File: src/rtl/dsb_pkg.sv
package dsb_pkg;

    typedef enum logic {
        RATE_60HZ = 1'b0,
        RATE_50HZ = 1'b1
    } rate_e;

    localparam int unsigned DEF_LINE_TICKS  = 63;
    localparam int unsigned DEF_HS_TICKS    = 12;
    localparam int unsigned DEF_FRAME_50    = 20000;
    localparam int unsigned DEF_FRAME_60    = 16667;
    localparam int unsigned DEF_VS_TICKS    = 192;
    localparam int unsigned DEF_BEEP_FRAMES = 15;

    localparam int unsigned BEEP_W = 8;

    typedef struct packed {
        logic              pending;
        logic [BEEP_W-1:0] left;
    } beep_state_t;

    function automatic int unsigned width_for(int unsigned n);
        return (n < 2) ? 1 : $clog2(n);
    endfunction

    function automatic int unsigned max_of(int unsigned a, int unsigned b);
        return (a > b) ? a : b;
    endfunction

endpackage

File: src/rtl/dsb_line_timer.sv
module dsb_line_timer
    import dsb_pkg::*;
#(
    parameter int unsigned TICKS = DEF_LINE_TICKS,
    parameter int unsigned HIGH  = DEF_HS_TICKS
) (
    input  logic clk,
    input  logic rst,
    input  logic tick,
    output logic pulse
);
    localparam int unsigned W = width_for(TICKS);
    localparam logic [W-1:0] LAST = W'(TICKS - 1);
    localparam logic [W-1:0] HI   = W'(HIGH);

    logic [W-1:0] cnt;

    always_ff @(posedge clk) begin
        if (rst) begin
            cnt <= '0;
        end else if (tick) begin
            cnt <= (cnt == LAST) ? '0 : cnt + 1'b1;
        end
    end

    assign pulse = (cnt < HI);
endmodule

File: src/rtl/dsb_frame_timer.sv
module dsb_frame_timer
    import dsb_pkg::*;
#(
    parameter int unsigned T50  = DEF_FRAME_50,
    parameter int unsigned T60  = DEF_FRAME_60,
    parameter int unsigned HIGH = DEF_VS_TICKS
) (
    input  logic clk,
    input  logic rst,
    input  logic tick,
    input  logic rate_sel,
    output logic pulse,
    output logic wrap
);
    localparam int unsigned W = width_for(max_of(T50, T60));
    localparam logic [W-1:0] LAST50 = W'(T50 - 1);
    localparam logic [W-1:0] LAST60 = W'(T60 - 1);
    localparam logic [W-1:0] HI     = W'(HIGH);

    logic [W-1:0] cnt;
    rate_e        rate_q;
    logic [W-1:0] last;

    assign last = (rate_q == RATE_50HZ) ? LAST50 : LAST60;
    assign wrap = tick && (cnt == last);

    always_ff @(posedge clk) begin
        if (rst) begin
            cnt    <= '0;
            rate_q <= rate_e'(rate_sel);
        end else if (tick) begin
            if (cnt == last) begin
                cnt    <= '0;
                rate_q <= rate_e'(rate_sel);
            end else begin
                cnt <= cnt + 1'b1;
            end
        end
    end

    assign pulse = (cnt < HI);
endmodule

File: src/rtl/dsb_beep_timer.sv
module dsb_beep_timer
    import dsb_pkg::*;
#(
    parameter int unsigned FRAMES = DEF_BEEP_FRAMES
) (
    input  logic clk,
    input  logic rst,
    input  logic beep_en,
    input  logic frame_wrap,
    output logic beep
);
    localparam logic [BEEP_W-1:0] LOAD = BEEP_W'(FRAMES);

    beep_state_t st;
    logic        en_q;
    logic        req;

    assign req = beep_en & ~en_q;

    always_ff @(posedge clk) begin
        if (rst) begin
            st   <= '0;
            en_q <= 1'b0;
        end else begin
            en_q <= beep_en;
            if (frame_wrap && (st.pending || req)) begin
                st.left    <= LOAD;
                st.pending <= 1'b0;
            end else if (frame_wrap) begin
                if (st.left != '0) st.left <= st.left - 1'b1;
            end else if (req) begin
                st.pending <= 1'b1;
            end
        end
    end

    assign beep = (st.left != '0);
endmodule

File: src/rtl/disp_sync_beep.sv
module disp_sync_beep
    import dsb_pkg::*;
#(
    parameter int unsigned LINE_TICKS  = DEF_LINE_TICKS,
    parameter int unsigned HS_TICKS    = DEF_HS_TICKS,
    parameter int unsigned FRAME_50    = DEF_FRAME_50,
    parameter int unsigned FRAME_60    = DEF_FRAME_60,
    parameter int unsigned VS_TICKS    = DEF_VS_TICKS,
    parameter int unsigned BEEP_FRAMES = DEF_BEEP_FRAMES
) (
    input  logic clk,
    input  logic rst,
    input  logic tick_1us,
    input  logic rate_50hz,
    input  logic beep_en,
    output logic hsync,
    output logic vsync,
    output logic beep_out
);
    logic frame_wrap;

    dsb_line_timer #(.TICKS(LINE_TICKS), .HIGH(HS_TICKS)) line_i (
        .clk(clk), .rst(rst), .tick(tick_1us), .pulse(hsync)
    );

    dsb_frame_timer #(.T50(FRAME_50), .T60(FRAME_60), .HIGH(VS_TICKS)) frame_i (
        .clk(clk), .rst(rst), .tick(tick_1us), .rate_sel(rate_50hz),
        .pulse(vsync), .wrap(frame_wrap)
    );

    dsb_beep_timer #(.FRAMES(BEEP_FRAMES)) beep_i (
        .clk(clk), .rst(rst), .beep_en(beep_en), .frame_wrap(frame_wrap),
        .beep(beep_out)
    );
endmodule

File: config.mk
export PLATFORM = sky130hd
export DESIGN_NAME = disp_sync_beep
export DESIGN_NICKNAME = d
export VERILOG_FILES = /design/src/rtl/dsb_pkg.sv /design/src/rtl/dsb_line_timer.sv /design/src/rtl/dsb_frame_timer.sv /design/src/rtl/dsb_beep_timer.sv /design/src/rtl/disp_sync_beep.sv
export SDC_FILE = /design/constraint.sdc
export NUM_CORES = 1
export LEC_CHECK = 0
export BUFFER_PORTS_ARGS = -buffer_cell sky130_fd_sc_hd__buf_2
export CAP_MARGIN = 10
export CORE_MARGIN = 8
export CORE_UTILIZATION = 30
export CTS_BUF_LIST = sky130_fd_sc_hd__clkbuf_4
export DETAILED_ROUTE_END_ITERATION = 16
export SETUP_SLACK_MARGIN = 0.1
export SYNTH_ARGS = -nofsm -noshare
export SYNTH_HDL_FRONTEND = slang
export SYNTH_HIERARCHICAL = 1
export SYNTH_SLANG_ARGS = --single-unit
File: constraint.sdc
create_clock -name clk -period 2.54 [get_ports clk]
set_input_delay 0.127 -clock clk [delete_from_list [all_inputs] [get_ports clk]]
set_output_delay 0.127 -clock clk [all_outputs]
set_load 0.05 [all_outputs]
After elaboration in Yosys (flattened, before gate mapping). Cells that the tools add are included.

Output and inout bits: 3. Logic and storage cells: 39. Input bits: 5. Register bits after elaboration: 32.

Eq/ne operators: 2. Multiplexer cells: 9. $lt $le $gt $ge: 2. Reduce and logical (&&, ||, !) cells: 13. $add $sub $neg: 3. Bitwise gates (word level): 3.

Operators with widths (count): $add 15x1->15 const B (1); $eq 15x15->1 (1); $lt 15x8->1 const B (1); $mux 15 (1); $mux 12 (1); $mux 4 (3); $reduce_and 2->1 (4); $reduce_bool 2->1 (4); $reduce_bool 8->1 (1); $sub 8x1->8 const B (1); $add 6x1->6 const B (1); $eq 6x6->1 const B (1); $lt 6x4->1 const B (1); $mux 6 (1); $mux 1 (3); $logic_and 1x1->1 (2); $not 1->1 (2); $reduce_or 2->1 (1); $and 1x1->1 (1); $logic_or 1x1->1 (1).

Logic depth before layout (Yosys ltp).
Depth after elaboration: 6. Mapped depth: 9.

By module. Netlist, hierarchy kept.

By module, submodules not included: dsb_frame_timer (area each 818.3 sq um, times used 1, seq. area each 330.3 sq um, cells an instance 88); dsb_beep_timer (area each 511.7 sq um, times used 1, seq. area each 200.2 sq um, cells an instance 61); dsb_line_timer (area each 286.5 sq um, times used 1, seq. area each 120.1 sq um, cells an instance 31).

Worst setup path before layout. Ideal clock, no wire load.

Kind: flip-flop to flip-flop. Start point: register frame_i.cnt[2]. End point: register beep_i/st[7] (netlist name). Path slack: 0.101 ns. Cell stages (with the launch flop): 8. Path buffers: 1. Data required time: 2.470 ns. Arrival: 2.369 ns. Path through: dfxtp_1 > buf_6 > nor4b_4 > o2bb2a_4 > nor3_1 > or4b_2 > or4_2 > a21oi_1.

Word-level cells in the longest chain between the ends: 4. Elaborated cells on any way between the ends: 5.

RTL lines: start, declared (line dsb_frame_timer.sv:20) `logic [W-1:0] cnt;`; start signal, assigned (line dsb_frame_timer.sv:36) `cnt <= cnt + 1'b1;`; $eq 15x15->1 (*) (line dsb_frame_timer.sv:25) `assign wrap = tick && (cnt == last);`; $logic_and 1x1->1 (*) (line dsb_frame_timer.sv:25); net frame_wrap (line disp_sync_beep.sv:20) `logic frame_wrap;`; $logic_and 1x1->1 (line dsb_beep_timer.sv:26) `if (frame_wrap && (st.pending || req)) begin`; $reduce_or 2->1 (no line); end, declared (line dsb_beep_timer.sv:14) `beep_state_t st;`.

Mark *: on every way through the listed nets, which the timed path passes. The rest lies on a longest branch. A chain may end at the register's enable or synchronous reset.

Worst setup path in the final report.
Start point: register frame_i.rate_q. End point: register beep_i/st[7] (netlist name).

Word-level cells in the longest chain between the ends: 5. Elaborated cells on any way between the ends: 6.

RTL lines: start, declared (line dsb_frame_timer.sv:21) `rate_e rate_q;`; start signal, assigned (line dsb_frame_timer.sv:30) `rate_q <= rate_e'(rate_sel);`; start signal, assigned (line dsb_frame_timer.sv:34) `rate_q <= rate_e'(rate_sel);`; $mux 12 (*) (line dsb_frame_timer.sv:24) `assign last = (rate_q == RATE_50HZ) ? LAST50 : LAST60;`; $eq 15x15->1 (*) (line dsb_frame_timer.sv:25); $logic_and 1x1->1 (*) (line dsb_frame_timer.sv:25); net frame_wrap (line disp_sync_beep.sv:20); $logic_and 1x1->1 (line dsb_beep_timer.sv:26); $reduce_or 2->1 (no line).

Marks and branches as above.

==> results.py <==
metrics = {
    "clocking": {
        "cts_made_buffers": 5,
        "buffer_levels_on_the_longest_clock_path": 2,
        "clock_tree_from_tritoncts": "built",
        "cts.root.buffer_cell": "clkbuf_4",
        "clk-insertion-delay-late_ns": 0.34,
        "cts.htree.levels": 2,
        "clkTransAtPathRegs_ns": 0.09,
        "clock_sinks": 32,
    },
    "pwr": {
        "power.static_leakage_nw": 0.652,
        "peak_ir_drop_on_the_vdd_network_v": 0.000396,
        "cellPowerDensity_nw_per_um2": 468,
    },
    "die": {
        "die-area_um2": 7990,
        "core.rowCount": 26,
        "chipWidth_um": 89.4,
        "start_util_pct": 31.5,
        "chipHeight_um": 89.4,
        "placeableCoreArea_um2": 5140,
        "design.portCount": 8,
    },
    "yosys": {
        "fraction_of_the_yosys_area_taken_by_sequential_cells_pct": 40.2,
        "yosysTopAreaCell": "dfxtp_1",
        "yosysUniqueCellTypes": 43,
        "synth-seq-cells": 32,
        "synth.top_cells.by_count": "dfxtp_1 (31), nor2_1 (29), nand2_1 (13), xnor2_1 (12), nor4_1 (8)",
        "post_synth_edffs": 1,
        "asyncSetResetFlopFracSynth_pct": 0,
        "ys_dominant_reg_cell": "dfxtp_1",
        "synth_warnings": 6,
        "syn-mean-instance-area_um2": 8.98,
        "yosys.cell_count.top_type": "dfxtp_1",
        "synth_largest_type_area_fraction_pct": 38.4,
        "synthesis.area_um2": 1620,
        "synth.net_count": 190,
        "synthesis.instances": 180,
        "post_synth_main_area_contributors": "dfxtp_1 (38%), nor2_1 (6.7%), xnor2_1 (6.5%)",
    },
    "setup_path": {
        "worstReg2RegEnd": "beep_i/st[7]",
        "worst_setup_path_start_kind": "flop",
        "critical-path-top-delay-family": "simple AND/OR/NAND/NOR gates",
        "worstPathArrival_ns": 2.57,
        "worstPathMaxFanout": 4,
        "setup.reg_to_reg.worst_slack_ns": 0.25,
        "worstPathBufferInverterCount": 0,
        "worst_path_largest_cell_delay_ns": 0.55,
        "r2r.worst_path.cells": 6,
        "worst_r2r_startpoint": "frame_i/rate_q",
        "path_class": "flop to flop",
        "crit_path_cell_trace": "nor4b_4, o2bb2a_4, nor3_2, or4b_4, or4_2, a21oi_1",
        "slowest_stage": "or4_2",
        "worst-endpoint-required_ns": 2.81,
        "worst_setup_path_end_kind": "flop",
    },
    "place": {
        "placement.io_buffers": 7,
        "routability_cong": 0.781,
        "placement.setup.worst_slack_ns": 0.0304,
        "dp_hpwl_um": 2260,
    },
    "layout": {
        "drive_above_1_share_pct": 21.7,
        "area_of_the_multi_input_gates_um2": 907,
        "synthToLayoutAreaGrowth_pct": 16.2,
        "filler_cell_count": 579,
        "nNetsFinal": 212,
        "seq_area_um2": 651,
        "antenna-diode-count": 0,
    },
    "sta": {
        "worst_slew_pin_slew_ns": 0.493,
        "hold_violations": 0,
        "timing.max_slew.rel_slack_pct": 67.1,
        "final.setup.worst_slack_ns": 0.247,
        "timing_max_transition_violations_final": 0,
        "fmax_mhz": 436,
        "setup_viol": 0,
        "rsz0062_at_grt": "no",
        "layout_min_cycle_time_ns": 2.29,
        "fin_setup_tns_ns": 0,
        "period_share_pct": 90.3,
        "timing.clock.skew_ns": 0.00813,
    },
    "route": {
        "vias": 1300,
        "drt_first_pass_iters": 4,
        "ant_nets": 0,
        "drt_initial_violations": 72,
        "route.detailed.drc": 0,
        "wire_per_inst_um": 11.3,
        "routed_wl_um": 3090,
        "avgViaCountPerCell": 4.76,
    },
    "hold_path": {
        "whs_endpoint": "beep_i/en_q",
        "hp-class": "input port to flop",
        "min_path_cells": 2,
        "min-delay-start": "beep_en",
    },
    "global_routing": {
        "largest_net_degree_at_the_start_of_global_routing": 13,
        "overflow": 0,
        "grt_pass1_wl_um": 5410,
        "groute.usage.overall_pct": 8.87,
        "number_of_antenna_violations_at_the_first_check_in_global_routing": 0,
        "first_global_vias": 1232,
    },
    "status": {
        "status": "completed",
    },
    "run": {
        "drv.max_cap_violation_count": 0,
    },
}
-- worst reg2reg max path, delay by kind of cell, from the launching register on --
kind | cells | cell delay, ns
DFF | 1 | 0.43
AOI/OAI and AO/OA | 2 | 0.34
and+or+nand+nor | 4 | 1.46
-- routing by layer --
layer  GRT usage (%)  vias to the layer above  part of all wire (%)
li1                -                      684                     -
met2            13.8                       19                    45
met5               0                        -                     0
met1            10.4                      590                    49
met4            5.89                        0                   2.8
met3            2.48                        7                   3.0
-- report_power, final --
part           internal (mW)  switching, mW
sequential             0.515         0.0118
clock                  0.128          0.175
combinational         0.0220         0.0274
total                  0.664          0.215
-- cell families (layout without fill, tap and decap cells) --
kind of cell | count (synthesis) | in the layout | synth area share [%]
and+or+nand+nor | 89 | 89 | 30.7
DFF | 32 | 32 | 40.2
AOI/OAI and AO/OA | 19 | 19 | 9.06
xor gates and xnor gates | 18 | 18 | 9.75
buffers and inverters | 14 | 37 | 4.49
adders and majority gates | 5 | 5 | 3.87
muxes | 3 | 3 | 1.93
-- sequential cells by signal (all words and copies together), names as in the netlist --
signal	count
beep_i/en_q	1
beep_i/st	9
frame_i/cnt	15
frame_i/rate_q	1
line_i/cnt	6
-- what timing repair did --
item                                   4_1_cts  5_1_grt
buffers inserted                             0        1
gates resized for setup                      1        2
setup endpoints to repair                    2        1
pin swaps                                    0        0
endpoints found under the hold margin        1        0
hold buffers                                 1        0
-- layout by cell type, fill, tap and decap left out, drive strengths merged, types with 3 or more instances in the layout --
cell,count
o21ai,6
buf,21
nand3,6
nand2,13
dfxtp,31
a21oi,4
a211oi,3
nor2,29
xnor2,12
nand4,8
clkbuf,7
ha,5
nor3,7
or4,3
nor4,9
xor2,6
or3,4
inv,7
-- area by class of cell --
| class | instances | share of cell area [%] |
|---|---|---|
| clock buffer | 7 | 2.80 |
| clock inverter | 1 | 0.200 |
| inverter | 7 | 1.40 |
| multi-input combinational | 134 | 48.3 |
| sequential | 32 | 34.6 |
| tap | 70 | 4.66 |
| timing repair buffer | 22 | 7.99 |
-- how the worst max path moves through the flow --
stage	start	endpoint	cells after the start
final	frame_i/rate_q	beep_i/st[7]	6
after global routing	frame_i/rate_q	beep_i/st[7]	6
after CTS	frame_i/rate_q	beep_i/st[7]	6
after detailed placement	frame_i/rate_q	beep_i/st[7]	6
after global placement	frame_i/rate_q	beep_i/st[7]	6
after floorplan	frame_i/cnt[2]	beep_i/st[7]	7
-- through the flow --
step	hold slack (ns)	std cells	area [um2]	power, mW	utilization (%)
floorplan	0.196	180	1620	0.571	-
global placement	0.319	263	1790	0.586	34.8
detailed placement	0.313	263	1790	0.587	34.8
CTS	0.0242	272	1860	0.889	36.2
global route	0.0532	273	1880	0.914	36.5
finish	0.0301	273	1880	0.879	36.5
No activity file was read; power rests on OpenSTA's default activity.
